--- config.mk ---
export PLATFORM = sky130hd
export DESIGN_NAME = zigzag_seq
export DESIGN_NICKNAME = d
export VERILOG_FILES = /design/src/rtl/zigzag_seq.sv
export SDC_FILE = /design/constraint.sdc
export NUM_CORES = 1
export LEC_CHECK = 0
export BUFFER_PORTS_ARGS = -buffer_cell sky130_fd_sc_hd__buf_2
export CAP_MARGIN = 15
export CORE_AREA = 10 10 82 91
export DETAILED_ROUTE_END_ITERATION = 10
export DIE_AREA = 0 0 92 101
export SLEW_MARGIN = 20
export SYNTH_ARGS = -nofsm -noshare
export SYNTH_HDL_FRONTEND = slang
export SYNTH_SLANG_ARGS = --single-unit
--- constraint.sdc ---
create_clock -name clk -period 4.45 [get_ports clk]
set_input_delay 0 -clock clk [delete_from_list [all_inputs] [get_ports clk]]
set_output_delay 0 -clock clk [all_outputs]
set_load 0.01 [all_outputs]
--- src/rtl/zigzag_seq.sv ---
module zigzag_seq #(
  parameter int N = 8,
  localparam int CW = $clog2(N + 1),
  localparam int AW = $clog2(N * N)
) (
  input  logic          clk,
  input  logic          rst_n,
  input  logic          start_i,
  input  logic          adv_i,
  output logic          vld_o,
  output logic [CW-1:0] x_o,
  output logic [CW-1:0] y_o,
  output logic [AW-1:0] addr_o,
  output logic          done_o
);

  localparam int P    = (N - 2) / 2;
  localparam int HALF = 1 + 4 * P;
  localparam int L    = 2 * HALF + 1;
  localparam int IW   = $clog2(L + 1);

  typedef enum logic [1:0] {OP_E, OP_S, OP_SW, OP_NE} op_t;

  logic [IW-1:0] idx;
  logic [CW-1:0] iter;
  op_t           op;
  logic [1:0]    r1;
  logic [IW-1:0] r2;
  logic [CW-1:0] nx, ny;
  logic          edge_hit, fin, next_op;

  always_comb begin
    r1 = 2'(idx - IW'(1));
    r2 = idx - IW'(HALF + 1);
    if (idx == '0)
      op = OP_E;
    else if (idx < IW'(HALF))
      case (r1)
        2'd0:    op = OP_SW;
        2'd1:    op = OP_S;
        2'd2:    op = OP_NE;
        default: op = OP_E;
      endcase
    else if (idx == IW'(HALF))
      op = OP_SW;
    else if (r2 < IW'(4 * P))
      case (r2[1:0])
        2'd0:    op = OP_E;
        2'd1:    op = OP_NE;
        2'd2:    op = OP_S;
        default: op = OP_SW;
      endcase
    else
      op = OP_E;
  end

  always_comb begin
    nx = x_o;
    ny = y_o;
    case (op)
      OP_E:    nx = x_o + 1'b1;
      OP_S:    ny = y_o + 1'b1;
      OP_SW:   begin nx = x_o - 1'b1; ny = y_o + 1'b1; end
      default: begin nx = x_o + 1'b1; ny = y_o - 1'b1; end
    endcase
  end

  assign edge_hit = (nx == CW'(1)) || (nx == CW'(N)) || (ny == CW'(1)) || (ny == CW'(N));
  assign next_op  = (op == OP_E) || (op == OP_S) || edge_hit || (iter == CW'(N - 1));
  assign fin      = (idx == IW'(L));

  always_ff @(posedge clk or negedge rst_n) begin
    if (!rst_n) begin
      vld_o <= 1'b0;
      x_o   <= CW'(1);
      y_o   <= CW'(1);
      idx   <= '0;
      iter  <= '0;
    end else if (start_i) begin
      vld_o <= 1'b1;
      x_o   <= CW'(1);
      y_o   <= CW'(1);
      idx   <= '0;
      iter  <= '0;
    end else if (vld_o && adv_i && !fin) begin
      x_o <= nx;
      y_o <= ny;
      if (next_op) begin
        idx  <= idx + 1'b1;
        iter <= '0;
      end else begin
        iter <= iter + 1'b1;
      end
    end
  end

  assign done_o = vld_o && fin;
  assign addr_o = AW'(y_o - 1'b1) * AW'(N) + AW'(x_o - 1'b1);

endmodule

# --- Word-level counts from Yosys, hierarchy flattened ---
# Index checks and enable logic that the tools add are counted.
word_totals:
  ff_bits: 18
  word_cells: 67
  output_inout_bits: 16
  inputBits: 4
classes:
  n_eq_ne: 13
  n_reduce_logical: 18
  add_sub_neg: 11
  order_cmp: 2
  muxes: 18
op_table:
  columns: ["cell", "count"]
  rows:
  - ["4-bit 2-to-1 mux", 7]
  - ["4-bit one-hot mux with 2 select lines", 2]
  - ["5-bit 2-to-1 mux", 3]
  - ["4-bit by 1-bit adder with 4-bit output, second input constant", 3]
  - ["2-bit one-hot mux with 3 select lines", 2]
  - ["5-bit by 4-bit less-than comparator with 1-bit output, second input constant", 2]
  - ["4-bit by 1-bit == test with 1-bit output, second input constant", 2]
  - ["4-bit == test, second input constant", 2]
  - ["2-bit 2-to-1 mux", 4]
  - ["4-bit by 1-bit subtractor with 4-bit output, second input constant", 2]
  - ["6-bit adder", 1]
  - ["2-bit by 1-bit == test with 1-bit output, second input constant", 3]
  - ["2-bit == test, second input constant", 3]
  - ["2-bit logical NOT", 3]
  - ["1-bit logical OR", 6]
  - ["5-bit by 1-bit adder with 5-bit output, second input constant", 1]
  - ["5-bit by 4-bit == test with 1-bit output, second input constant", 1]
  - ["5-bit == test, second input constant", 1]
  - ["5-bit logical NOT", 1]
  - ["4-bit by 1-bit subtractor with 5-bit output, second input constant", 1]
  - ["5-bit by 4-bit subtractor with 5-bit output, second input constant", 1]
  - ["4-bit by 3-bit == test with 1-bit output, second input constant", 1]
  - ["2-bit nonzero test", 2]
  - ["1-bit logical AND", 3]
  - ["other kinds (5)", 5]

# --- Logic depth before layout (Yosys ltp) ---
logic_depth:
  ltp_word: 18
  depth_mapped: 18

# --- Worst setup path before layout ---
# Ideal clock, no wire load.
synth_timing:
  path_kind: "register to register"
  startpoint: "register idx[1]"
  endpoint: "register idx[1]"
  path_stages_with_launch: 18
  slack_ns: 0.714
  synth_period_minus_slack_ns: 3.736
  setup_ns: 0.122
  t_arrival_ns: 3.615
  cell_sequence: "dfrtp_1 -> inv_1 -> ha_1 -> a21o_1 -> a21oi_1 -> mux2_2 -> o22ai_1 -> o21ai_1 -> ha_1 -> inv_1 -> ha_1 -> a21o_1 -> a21oi_4 -> xnor3_1 -> o221ai_4 -> buf_6 -> nand2_1 -> a32o_1"
synth_via:
  elab_chain_cells: 17
  word_cells_on_any_way: 44
synth_rtl:
  columns: ["element", "line", "rtl"]
  rows:
  - ["from (decl)", "24", "logic [IW-1:0] idx;"]
  - ["from (signal assigned)", "89", "idx <= idx + 1'b1;"]
  - ["branches (longest 17 deep; another with 5-bit by 4-bit subtractor with 5-bit output)", null, null]
# Several ways; the timed one is not identified. The select of a mux whose other input is x is not followed.
# A chain may end at the register's enable or synchronous reset.

# --- Worst setup path in the final report ---
# Ends and elaborated chain as after synthesis.

==> flow_summary.yaml <==
status:
  status: "finished clean"
critical_path:
  regToRegStartpoint: "idx[1]"
  rrSetupSlack_ns: 0.41
  start_kind: "flop"
  critPathKind: "reg -> reg"
  reg2regPathDepth: 16
  worstPathArrival_ns: 4.19
  required_ns: 4.60
  critPathMaxFanout: 15
  rr_endpoint: "idx[1]"
  crit_path_end_kind: "flop"
routing:
  drcViolationCount: 0
  vias: 1319
  final_antenna_net_count: 0
  drt-initial-drc-count: 71
  wl_mm: 3.242
  first_pass_iters: 4
  via_per_inst: 4.867
  routedWlPerCell_um: 11.96
sta:
  final-max-slew-violation-count: 0
  max_slew_margin: 0.6998
  layout_min_cycle_time_ns: 4.045
  rsz0062_at_grt: "no"
  tightestPinTransition_ns: 0.4461
  fin_worst_skew_ns: 0.001780
  fin_crit_sh: 0.9089
  fmax_mhz: 247.2
  setup_tns_ns: 0
  finalHoldViolations: 0
  setup_ws_ns: 0.4054
  setup_viol: 0
yosys:
  ys.flop_type: "dfrtp_1"
  synth_area_um2: 1628
  yosys.area.top_type: "dfrtp_1"
  ys_ff_latch: 18
  avgSynthCellArea_um2: 9.249
  synth_top_cell_area_share: 0.2460
  synth_edf_count: 0
  ys_types: 42
  ys_seq_area_frac: 0.2782
  synthTopCellsByArea: "dfrtp_1 25%, ha_1 14%, xnor2_1 4.8%"
  async_reset_ff_frac: 1.000
  synth_fp_nets: 201
  yosysWarnings: 0
  synth_cells: 176
grt:
  grt_start_max_net_pins: 19
  grt_pass1_wl_mm: 5.706
  grt_pass1_vias: 1244
  grt_usage: 0.07267
  grt.overflow.total: 0
  antenna_found_initial: 0
final_layout:
  layout.nets: 220
  syn_to_final_growth_pct: 13.45
  utilization: 0.3263
  drive_gt1_frac: 0.1598
  n_antenna_cell: 0
  final_common_cell: "buf_2"
  final_cell_mix: "19 x buf_2, 18 x nor2_1, 18 x ha_1, 16 x dfrtp_1"
clocking:
  post_cts_buffers: 0
  cts_buffer_depth: 2
  tritoncts: "yes"
  clock_sinks: 18
  root_buffer: "clkbuf_8"
  clkLatencyLatePin_ns: 0.26
  cts.repair.resized: 0
  clk_pin_slew_ns: 0.07
  cts_made_buffers: 3
  h-tree-depth: 1
power:
  power_uw: 823.2
  p_clk_frac: 0.166
  switching_share: 0.4135
  p_comb_frac: 0.560
  powerDensity_nw_per_um2: 445.7
  p_seq_frac: 0.274
  internal_power_uw: 482.8
  p_sw_uw: 340.4
  ir_worst_vdd_v: 0.0001738
  p_leak_nw: 0.9115
floorplan:
  start_util: 0.2876
  die_w_um: 92
  die_height_um: 101
  fp-row-count: 29
  dieArea_um2: 9292
  coreArea_um2: 5660
  num_io_pins: 20
min_path:
  holdPathStages: 2
  min_from: "start_i"
  whs_endpoint: "x_o[3]"
  hp-class: "in -> reg"
placed_design:
  port_buffers: 19
  gp_congestion: 0.8440
  place_ws_ns: 0.3786
  dp_hpwl_mm: 2.470
flow_run:
  cap_violations: 0
cells by family after synthesis:
kind of cell    Yosys count  synth area share
flops                    18            0.2782
mux                       1          0.006917
compound gates           43            0.1991
xor+xnor                 16           0.09454
buf+inv                  18           0.05072
simple gates             59            0.1952
fa+ha+maj                21            0.1753
cell usage after synthesis (2+ instances only):
library cell,instances
dfrtp_1,16
inv_1,12
clkbuf_1,4
buf_6,2
nand4b_1,3
nand3_1,2
xor2_1,6
ha_1,18
fa_1,3
dfstp_2,2
o21ai_1,9
a21oi_1,8
nor3b_1,4
nand2_1,12
a21o_1,7
a22oi_1,2
nor2_1,18
a211o_1,2
nor3_1,4
and3_1,3
or2_1,2
a211oi_1,2
nand2b_1,5
nor4_1,2
a22o_1,2
a31oi_1,2
xnor2_1,9
worst max path at each step:
stage | to | slack, ns | from
CTS | idx[4] | 0.37 | idx[1]
global placement | idx[2] | 0.39 | idx[1]
detailed placement | idx[2] | 0.38 | idx[1]
floorplan | idx[1] | 0.71 | idx[1]
finish | idx[1] | 0.41 | idx[1]
global route | idx[2] | 0.06 | idx[1]
metal layers:
layer / share of wire / up-vias / GRT usage
li1: - / 661 / -
met1: 0.46 / 623 / 0.09067
met2: 0.46 / 33 / 0.1136
met3: 0.066 / 2 / 0.02757
met4: 0.0093 / 0 / 0.02138
met5: 0 / - / 0
layout make-up:
cell class,instances,area (µm²)
Timing Repair Buffer,20,105.1
Clock buffer,4,55.05
Multi-Input combinational cell,140,1092
Sequential cell,18,452.9
Inverter,12,45.04
Fill cell,594,3814
Tap cell,77,96.34
registers in the layout (all words and copies together), names as in the netlist:
name,cells
idx,5
iter,4
vld_o,1
x_o,4
y_o,4
metrics by stage:
| step | hold slack [ns] | std cells | instance area [µm²] |
|---|---|---|---|
| after floorplan | -0.2956 | 176 | 1628 |
| after global placement | -0.03336 | 266 | 1782 |
| after detailed placement | -0.02677 | 266 | 1782 |
| after CTS | 0.1049 | 271 | 1847 |
| after global routing | 0.1191 | 271 | 1847 |
| final | 0.1105 | 271 | 1847 |
power by group through the flow:
stage / clock network, mW / registers [mW] / logic [mW]
after detailed placement: 0 / 0.230 / 0.464
after global routing: 0.153 / 0.233 / 0.515
after CTS: 0.143 / 0.226 / 0.467
after global placement: 0 / 0.229 / 0.461
after floorplan: 0 / 0.228 / 0.373
final: 0.137 / 0.226 / 0.461
critical path: stages, from the launching register on:
cell	delay, ns
dfrtp_1	0.43
inv_1	0.13
ha_1	0.22
a21o_1	0.15
a21oi_1	0.23
mux2_2	0.36
o22ai_1	0.14
o21ai_1	0.13
ha_1	0.31
inv_1	0.15
ha_1	0.25
a21o_1	0.20
a21oi_4	0.17
xnor3_1	0.36
o221ai_4	0.37
nand2_1	0.11
a32o_1	0.22
repair_timing:
item / CTS / global route
hold buffers: 1 / 0
endpoints found under the setup margin: 0 / 0
endpoints found under the hold margin: 16 / 0
(Power assumes the default switching activity.)
